File: src/rtl/txmb_pkg.sv
package txmb_pkg;
  // Number of completion mailboxes and field widths of the completion word.
  localparam int NUM_MBOX = 2;
  localparam int SEL_W    = $clog2(NUM_MBOX);
  localparam int VC_W     = 15;
  localparam int ADDR_W   = 15;
  localparam int WORD_W   = 1 + VC_W + 1 + ADDR_W;

  // Strobes issued by the control to the datapath each cycle.
  typedef struct packed {
    logic [NUM_MBOX-1:0] push;
    logic [NUM_MBOX-1:0] pop;
  } mbStrobe_t;

  // Pack a completion word: inverted error, VC, active flag, address.
  function automatic logic [WORD_W-1:0] packWord(
    input logic              err,
    input logic [VC_W-1:0]   vc,
    input logic              nextValid,
    input logic [ADDR_W-1:0] addr
  );
    return {~err, vc, nextValid, addr};
  endfunction
endpackage

File: src/rtl/txmb_datapath.sv
module txmb_datapath
  import txmb_pkg::*;
#(
  parameter int DEPTH = 8,
  localparam int PTR_W = (DEPTH > 1) ? $clog2(DEPTH) : 1,
  localparam int CNT_W = $clog2(DEPTH + 1)
) (
  input  logic                            clk,
  input  logic                            rstN,
  input  mbStrobe_t                       strobe,
  input  logic                            inErr,
  input  logic [VC_W-1:0]                 inVc,
  input  logic                            inNextValid,
  input  logic [ADDR_W-1:0]               inAddr,
  input  logic [SEL_W-1:0]                hostSel,
  output logic [NUM_MBOX-1:0][CNT_W-1:0]  count,
  output logic [WORD_W-1:0]               readData,
  output logic                            readValid
);
  logic [WORD_W-1:0] newWord;
  logic [NUM_MBOX-1:0][WORD_W-1:0] headWord;

  assign newWord = packWord(inErr, inVc, inNextValid, inAddr);

  for (genvar m = 0; m < NUM_MBOX; m++) begin : g_mbox
    logic [WORD_W-1:0] store [DEPTH];
    logic [PTR_W-1:0]  wrPtr;
    logic [PTR_W-1:0]  rdPtr;
    logic [CNT_W-1:0]  cnt;

    always_ff @(posedge clk) begin
      if (!rstN) begin
        wrPtr <= '0;
        rdPtr <= '0;
        cnt   <= '0;
      end else begin
        if (strobe.push[m]) begin
          store[wrPtr] <= newWord;
          wrPtr <= (wrPtr == PTR_W'(DEPTH - 1)) ? '0 : wrPtr + 1'b1;
        end
        if (strobe.pop[m]) begin
          rdPtr <= (rdPtr == PTR_W'(DEPTH - 1)) ? '0 : rdPtr + 1'b1;
        end
        case ({strobe.push[m], strobe.pop[m]})
          2'b10:   cnt <= cnt + 1'b1;
          2'b01:   cnt <= cnt - 1'b1;
          default: cnt <= cnt;
        endcase
      end
    end

    assign headWord[m] = store[rdPtr];
    assign count[m]    = cnt;

    // the control must never push into a full FIFO
    p_no_overflow_r5: assert property (@(posedge clk) disable iff (!rstN)
      strobe.push[m] |-> (cnt < CNT_W'(DEPTH)))
      else $error("push into full mailbox %0d", m);

    // no pop from an empty FIFO
    p_no_underflow_r9: assert property (@(posedge clk) disable iff (!rstN)
      strobe.pop[m] |-> (cnt != '0))
      else $error("pop from empty mailbox %0d", m);

    // simultaneous push and pop keep the occupancy
    p_count_steady_r10: assert property (@(posedge clk) disable iff (!rstN)
      (strobe.push[m] && strobe.pop[m]) |=> $stable(cnt))
      else $error("count moved on push+pop, mailbox %0d", m);
  end

  assign readData  = headWord[hostSel];
  assign readValid = (count[hostSel] != '0);
endmodule

File: src/rtl/txmb_control.sv
module txmb_control
  import txmb_pkg::*;
#(
  parameter int DEPTH = 8,
  localparam int CNT_W = $clog2(DEPTH + 1)
) (
  input  logic                            clk,
  input  logic                            rstN,
  input  logic                            doneStrobe,
  input  logic [SEL_W-1:0]                doneSel,
  input  logic [SEL_W-1:0]                hostSel,
  input  logic                            hostPop,
  input  logic [NUM_MBOX-1:0]             hostClrStatus,
  input  logic [NUM_MBOX-1:0]             hostClrOvf,
  input  logic                            hostMaskWr,
  input  logic [NUM_MBOX-1:0]             hostMaskData,
  input  logic [NUM_MBOX-1:0][CNT_W-1:0]  count,
  output mbStrobe_t                       strobe,
  output logic [NUM_MBOX-1:0]             statusBits,
  output logic [NUM_MBOX-1:0]             overflowBits,
  output logic                            irq
);
  logic [NUM_MBOX-1:0] maskBits;
  logic [NUM_MBOX-1:0] dropHit;

  for (genvar m = 0; m < NUM_MBOX; m++) begin : g_ctl
    logic isFull;
    logic isEmpty;
    logic aimed;
    logic emptyAfter;

    assign isFull     = (count[m] == CNT_W'(DEPTH));
    assign isEmpty    = (count[m] == '0);
    assign aimed      = doneStrobe && (doneSel == SEL_W'(m));
    assign strobe.push[m] = aimed && !isFull;
    assign dropHit[m]     = aimed && isFull;
    assign strobe.pop[m]  = hostPop && (hostSel == SEL_W'(m)) && !isEmpty;
    assign emptyAfter = isEmpty || ((count[m] == CNT_W'(1)) && strobe.pop[m]);

    always_ff @(posedge clk) begin
      if (!rstN) begin
        statusBits[m]   <= 1'b0;
        overflowBits[m] <= 1'b0;
      end else begin
        if (strobe.push[m])
          statusBits[m] <= 1'b1;
        else if (hostClrStatus[m] && emptyAfter)
          statusBits[m] <= 1'b0;

        if (dropHit[m])
          overflowBits[m] <= 1'b1;
        else if (hostClrOvf[m])
          overflowBits[m] <= 1'b0;
      end
    end

    // a stored word always leaves its status bit set
    p_status_set_r4: assert property (@(posedge clk) disable iff (!rstN)
      strobe.push[m] |=> statusBits[m])
      else $error("status not set after store, mailbox %0d", m);

    // status cannot drop while entries would remain
    p_status_hold_r6: assert property (@(posedge clk) disable iff (!rstN)
      (statusBits[m] && count[m] > CNT_W'(1)) |=> statusBits[m])
      else $error("status cleared on non-empty mailbox %0d", m);

    // overflow flag is sticky until its clear
    p_ovf_sticky_r5: assert property (@(posedge clk) disable iff (!rstN)
      (overflowBits[m] && !hostClrOvf[m]) |=> overflowBits[m])
      else $error("overflow flag lost, mailbox %0d", m);
  end

  always_ff @(posedge clk) begin
    if (!rstN) begin
      maskBits <= '0;
      irq      <= 1'b0;
    end else begin
      if (hostMaskWr) maskBits <= hostMaskData;
      irq <= |(statusBits & ~maskBits);
    end
  end

  // irq follows unmasked status one edge later
  p_irq_rise_r7: assert property (@(posedge clk) disable iff (!rstN)
    (|(statusBits & ~maskBits)) |=> irq)
    else $error("irq missing");
  p_irq_fall_r7: assert property (@(posedge clk) disable iff (!rstN)
    !(|(statusBits & ~maskBits)) |=> !irq)
    else $error("irq spurious");
endmodule

File: src/rtl/tx_done_mailbox.sv
module tx_done_mailbox
  import txmb_pkg::*;
#(
  parameter int DEPTH = 8,
  localparam int CNT_W = $clog2(DEPTH + 1)
) (
  input  logic                 clk,
  input  logic                 rstN,
  input  logic                 doneStrobe,
  input  logic                 doneErr,
  input  logic [VC_W-1:0]      doneVc,
  input  logic                 doneNextValid,
  input  logic [ADDR_W-1:0]    doneAddr,
  input  logic [SEL_W-1:0]     hostSel,
  input  logic                 hostPop,
  output logic [WORD_W-1:0]    readData,
  output logic                 readValid,
  input  logic [NUM_MBOX-1:0]  hostClrStatus,
  input  logic [NUM_MBOX-1:0]  hostClrOvf,
  input  logic                 hostMaskWr,
  input  logic [NUM_MBOX-1:0]  hostMaskData,
  output logic [NUM_MBOX-1:0]  statusBits,
  output logic [NUM_MBOX-1:0]  overflowBits,
  output logic                 irq
);
  mbStrobe_t strobe;
  logic [NUM_MBOX-1:0][CNT_W-1:0] count;

  txmb_control #(.DEPTH(DEPTH)) u_control (
    .clk(clk), .rstN(rstN),
    .doneStrobe(doneStrobe), .doneSel(doneVc[SEL_W-1:0]),
    .hostSel(hostSel), .hostPop(hostPop),
    .hostClrStatus(hostClrStatus), .hostClrOvf(hostClrOvf),
    .hostMaskWr(hostMaskWr), .hostMaskData(hostMaskData),
    .count(count), .strobe(strobe),
    .statusBits(statusBits), .overflowBits(overflowBits), .irq(irq)
  );

  txmb_datapath #(.DEPTH(DEPTH)) u_datapath (
    .clk(clk), .rstN(rstN), .strobe(strobe),
    .inErr(doneErr), .inVc(doneVc), .inNextValid(doneNextValid),
    .inAddr(doneAddr), .hostSel(hostSel),
    .count(count), .readData(readData), .readValid(readValid)
  );
endmodule

File: config.mk
export PLATFORM = sky130hd
export DESIGN_NAME = tx_done_mailbox
export DESIGN_NICKNAME = d
export VERILOG_FILES = /design/src/rtl/txmb_pkg.sv /design/src/rtl/txmb_datapath.sv /design/src/rtl/txmb_control.sv /design/src/rtl/tx_done_mailbox.sv
export SDC_FILE = /design/constraint.sdc
export NUM_CORES = 1
export LEC_CHECK = 0
export BUFFER_PORTS_ARGS = -buffer_cell sky130_fd_sc_hd__buf_4
export CELL_PAD_IN_SITES_DETAIL_PLACEMENT = 1
export CELL_PAD_IN_SITES_GLOBAL_PLACEMENT = 2
export CORE_AREA = 4 4 206 208
export CTS_CLUSTER_SIZE = 10
export DETAILED_ROUTE_END_ITERATION = 10
export DIE_AREA = 0 0 210 212
export PLACE_DENSITY = 0.94
export REMOVE_ABC_BUFFERS = 1
export SYNTH_ARGS = -nofsm -noshare
export SYNTH_HDL_FRONTEND = slang
export SYNTH_SLANG_ARGS = --single-unit
File: constraint.sdc
create_clock -name clk -period 7.5 [get_ports clk]
set_clock_uncertainty 0.2 [all_clocks]
set_input_delay 1.5 -clock clk [delete_from_list [all_inputs] [get_ports clk]]
set_output_delay 1.5 -clock clk [all_outputs]
set_load 0.02 [all_outputs]
; ---- Word-level counts from Yosys, hierarchy flattened
; Memories as Yosys holds them, arrays and structs flattened. A register that Yosys moved wholly into a read port is not among the register bits.
; Index checks and enable logic that the tools add are counted.
[totals]
ff_bits = 27
mem_bits_rw = 512
input_bits = 44
word_cells = 98
n_memories = 2
[mem_list]
columns = memory, words, word_bits, rd, rd_ports_with_merged_regs, wr, line
row1 = u_datapath.g_mbox[0].store, 8, 32, 1, 1, 1, txmb_datapath.sv:26  ; logic [WORD_W-1:0] store [DEPTH];
row2 = u_datapath.g_mbox[1].store, 8, 32, 1, 1, 1, txmb_datapath.sv:26
[classes]
n_addsub = 8
n_lt_le_gt_ge = 1
eq_ne = 12
mux = 28
n_bitwise = 5
n_reduce_logical = 30
[ops]
columns = operator, n
row1 = 32-bit two-way mux, 2
row2 = 3-bit two-way mux, 8
row3 = 4-bit one-hot mux with 2 select lines, 2
row4 = 1-bit logical AND, 14
row5 = 1-bit two-way mux, 14
row6 = 3-bit by 1-bit adder with 3-bit output (second input constant), 4
row7 = 3-bit == test (second input constant), 4
row8 = 2-bit nonzero test, 6
row9 = 4-bit by 1-bit adder with 4-bit output (second input constant), 2
row10 = 4-bit by 1-bit == test with 1-bit output (second input constant), 2
row11 = 4-bit == test (second input constant), 2
row12 = 4-bit zero test, 2
row13 = 4-bit two-way mux, 2
row14 = 4-bit by 1-bit subtractor with 4-bit output (second input constant), 2
row15 = 2-bit by 1-bit == test with 1-bit output (second input constant), 2
row16 = 2-bit == test (second input constant), 2
row17 = 1-bit zero test, 4
row18 = 4-bit nonzero test, 1
row19 = 1-bit NOT, 3
row20 = 2-bit AND, 1
row21 = 1-bit logical OR, 2
row22 = 1-bit by 2-bit < comparator with 1-bit output (second input constant), 1
row23 = 2-bit NOT, 1
row24 = 2-bit OR reduction, 1

; ---- Depth between registers and ports, before layout
[depth]
depth_word = 8
ltp_mapped = 11

; ---- Modules after synthesis
; Synthesis repeated with hierarchy kept, for this count alone.
[hier_totals]
hier_cells = 972
hier_area_um2 = 20789.9
[by_module_without_submodules]
columns = mod, instances, cells_per_inst, area_per_inst_um2, seq_area_each_um2
row1 = txmb_datapath, 1, 932, 20439.6, 15895.2
row2 = txmb_control, 1, 40, 350.3, 140.1

; ---- Least setup slack after synthesis
; OpenSTA, ideal clock, no wires.
[synth_timing]
path_kind = input to register
startpoint = in doneVc[0]
endpoint = mem u_datapath.g_mbox[0].store[0][0] in the netlist's numbering (enable)
setup_ns = 0.461
arrival_time_ns = 4.169
required_ns = 6.839
slack_ns = 2.670
path_stages = 4
n_path_buf = 1
cell_sequence = and3b_1 -> buf_4 -> nand3b_1 -> nor3_1
[synth_via]
elab_chain_len = 6
[synth_rtl]
columns = element, line
row1 = "start, declared", tx_done_mailbox.sv:11  ; input logic [VC_W-1:0] doneVc,
row2 = 1-bit NOT, txmb_control.sv:34  ; assign aimed = doneStrobe && (doneSel == SEL_W'(m));
row3 = 1-bit logical AND, txmb_control.sv:34
row4 = 1-bit logical AND, txmb_control.sv:35  ; assign strobe.push[m] = aimed && !isFull;
row5 = 1-bit two-way mux, txmb_datapath.sv:37  ; if (strobe.push[m]) begin
row6 = 1-bit two-way mux, txmb_datapath.sv:32  ; if (!rstN) begin
row7 = 1-bit two-way mux (implied by the code), txmb_datapath.sv:38  ; store[wrPtr] <= newWord;
row8 = "end, declared", txmb_datapath.sv:26
; Every way passes these cells.

; ---- Worst setup path after layout
[layout_timing]
startpoint = in hostSel
endpoint = out readData[8]
[layout_via]
elab_chain_len = 2
[layout_rtl]
columns = element, line
row1 = "start, declared", tx_done_mailbox.sv:14  ; input logic [SEL_W-1:0] hostSel,
row2 = 32-bit two-way mux (implied by the code) (2 in a row), txmb_datapath.sv:71  ; assign readData = headWord[hostSel];
row3 = "end, declared", tx_done_mailbox.sv:16  ; output logic [WORD_W-1:0] readData,
; Every way passes these cells. The select of a mux whose other input is x is not followed.

==> metrics.txt <==
Tcrit/Tclk final=69.0%; CTS resizes=0; initial core utilization=51.3%; worst slew pin tran=1100 ps; peak supply drop=0.180 mV; fin area=0.0237 mm^2; Static Leakage=7.41 nW; status=completed; Synth Area in Adders=0.961%; via count=10,270; simple-gate portion of the synthesized area=2.78%; grt ovf=0; Worst EP required=5800 ps; max-cap violations=0; Worst-path clk slew=50 ps; number of H-tree levels=2; fin crit period=5170 ps; final net count=1,148; Worst EP arrival=3470 ps; Finished Core Util=58.4%; mux share of post-synthesis cell area=14.5%; antenna violations before repair=2; Clk Latency, worst-skew pair=610 ps; number of cells on the worst hold path=2; Wirelength per Cell=30.1 um; Crit Path Max Fanout=18; Area Overhead vs Synth=13.7%; PD cells=263 mW/mm^2; Sw Pwr=0.00129 W; total clock buffers created by CTS=60; hold_ws=314 ps; CTS tree=built; register area share after synthesis=77.0%; first-pass GRT wire length=73.7 mm; Max Transition Viols Final=0; Die Wd=210 um; drt via density=6.28; 1st-pass router iterations=5; row count=74; CTS root buffer=clkbuf_16; synthesis-stage register bit count=545; post-CTS setup buffer count=0; startpoint type of the worst setup path=input pin; area post-placement=0.0221 mm^2; Max Root-Sink Buffers=3; reg2reg path depth=7; fillers=3,456; sw frac=20.8%; Worst Hold Class=reg2reg; pre-CTS setup slack=2290 ps; die footprint=0.0445 mm^2; yosys warns=0; Die H=212 um; most common cell after layout, fill and taps aside=edfxtp_1; final setup margin=2330 ps; GRT Util Overall=22.5%; CTS sink cnt=545; DRT Wirelength=49.3 mm; Cells after Synth=967; io pins=82; fmax=193 MHz; most frequent cells in the layout=edfxtp_1 (512), mux4_2 (121), buf_4 (105); Critical Path Sink Type=output port; Post-Syn Area=0.0208 mm^2; synthesized area per cell=21.5 um^2; Final ANT Viol Nets=0; Slew headroom=26.8%; vias in the first global route=11,314; DP HPWL=27.5 mm; Setup TNS Final=0 ps; internal power=0.00493 W; Final Hold Fails=0; RSZ-0062 raised after global routing=false; crit path kind=in2out; Logic pwr share=5.2%; layout cells sized above 1=28.6%; Seq pwr share=54.4%; Core Box Area=0.0406 mm^2; Routability Congestion=0.734; Synth Area in Compound Gates=2.72%; clock network power share=40.4%; Synth Area in XOR/XNOR=0.252%; largest family of logic cells by synthesized area=multiplexers; port bufs=81; largest net degree at the start of global routing=65; # setup viols final=0; Netlist cell types=42; starting DRC count in detailed routing=897; count of hold-fix buffers inserted at cts=0; DRC errors left=0
==> kinds of logic after synthesis <==
group,Yosys count
muxes,139
xor gates and xnor gates,6
buffers and inverters,57
AOI/OAI and AO/OA,89
DFF,545
adders and majority gates,16
and+or+nand+nor,115
==> sequential cells by signal, summed over array words and instances (netlist names), named ones only <==
signal,cells
u_control.irq,1
u_datapath.g_mbox.wrPtr,6
u_control.overflowBits,2
u_control.maskBits,2
u_datapath.g_mbox.store,512
u_datapath.g_mbox.rdPtr,6
u_control.statusBits,2
u_datapath.g_mbox.cnt,8
==> power groups by stage <==
stage,clock [W],combinational [W],sequential (W)
finish,0.00251,0.000322,0.00338
global route,0.00272,0.000350,0.00338
CTS,0.00256,0.000327,0.00338
detailed placement,0,0.000324,0.00344
global placement,0,0.000312,0.00344
floorplan,0,0.000176,0.00345
==> worst max-delay path, stage by stage <==
cell     delay [ps]
buf_4           150
nand2_1         660
buf_4           470
o22ai_1         150
nor2_1          320
buf_4           210
==> layout make-up <==
class / count / area [um^2] / area share (%)
sequential: 545 / 16000 / 67.8
tap: 532 / 666 / 2.81
antenna: 1 / 2.50 / 0.0106
timing repair buffer: 105 / 788 / 3.33
multi-input combinational: 365 / 4530 / 19.1
inverter: 11 / 41.3 / 0.174
clock buffer: 74 / 1550 / 6.56
clock inverter: 3 / 45.0 / 0.190
==> routing by layer <==
metal | share of wire (%) | routed length (um) | up-vias | track usage [%]
li1 | - | - | 4242 | -
met1 | 40 | 19500 | 5514 | 31.1
met2 | 52 | 25500 | 450 | 37.7
met3 | 7.0 | 3460 | 62 | 4.85
met4 | 1.8 | 865 | 2 | 5.06
met5 | 0.041 | 20 | - | 0
==> stage by stage <==
step	total power, W	cells
after global routing	0.00645	1636
final	0.00622	1636
after global placement	0.00375	1558
after floorplan	0.00363	921
after CTS	0.00627	1635
after detailed placement	0.00377	1558
==> synthesized netlist by cell type <==
cell type	n	area share, %
a21boi_0	8	0.29
a21boi_1	1	0.036
a21oi_1	2	0.048
a21oi_2	2	0.084
a31oi_1	2	0.060
a41oi_1	1	0.042
and2_1	8	0.24
and2b_2	1	0.042
and3b_1	1	0.042
and4_1	1	0.042
buf_1	2	0.036
buf_2	11	0.26
buf_4	5	0.18
buf_6	13	0.70
buf_8	2	0.14
clkbuf_1	11	0.20
clkbuf_2	2	0.048
dfxtp_1	33	3.2
edfxtp_1	512	74
ha_1	16	0.96
inv_1	10	0.18
inv_2	1	0.018
mux2i_1	11	0.53
mux4_1	7	0.88
mux4_2	121	13
nand2_1	17	0.31
nand2b_1	6	0.18
nand3_1	2	0.048
nand3b_1	6	0.22
nand4b_1	2	0.084
nor2_1	48	0.87
nor2b_1	10	0.30
nor3_1	4	0.096
nor3b_1	1	0.036
o21a_1	1	0.036
o21ai_0	6	0.14
o22ai_1	66	2.0
or2_2	2	0.060
or3_1	4	0.12
or4b_1	2	0.096
xnor2_1	4	0.17
xor2_1	2	0.084
==> path summary, 6_finish.rpt <==
kind	startpoint	to	slack [ps]
max	hostSel	readData[8]	2330
max reg2reg	u_datapath.g_mbox[1].cnt[0]	u_datapath.g_mbox[1].store[4][2]	4160
min reg2reg	u_datapath.g_mbox[0].wrPtr[0]	u_datapath.g_mbox[0].wrPtr[0]	310
min	u_datapath.g_mbox[0].wrPtr[0]	u_datapath.g_mbox[0].wrPtr[0]	310
Power figures use the tool's default switching activity.
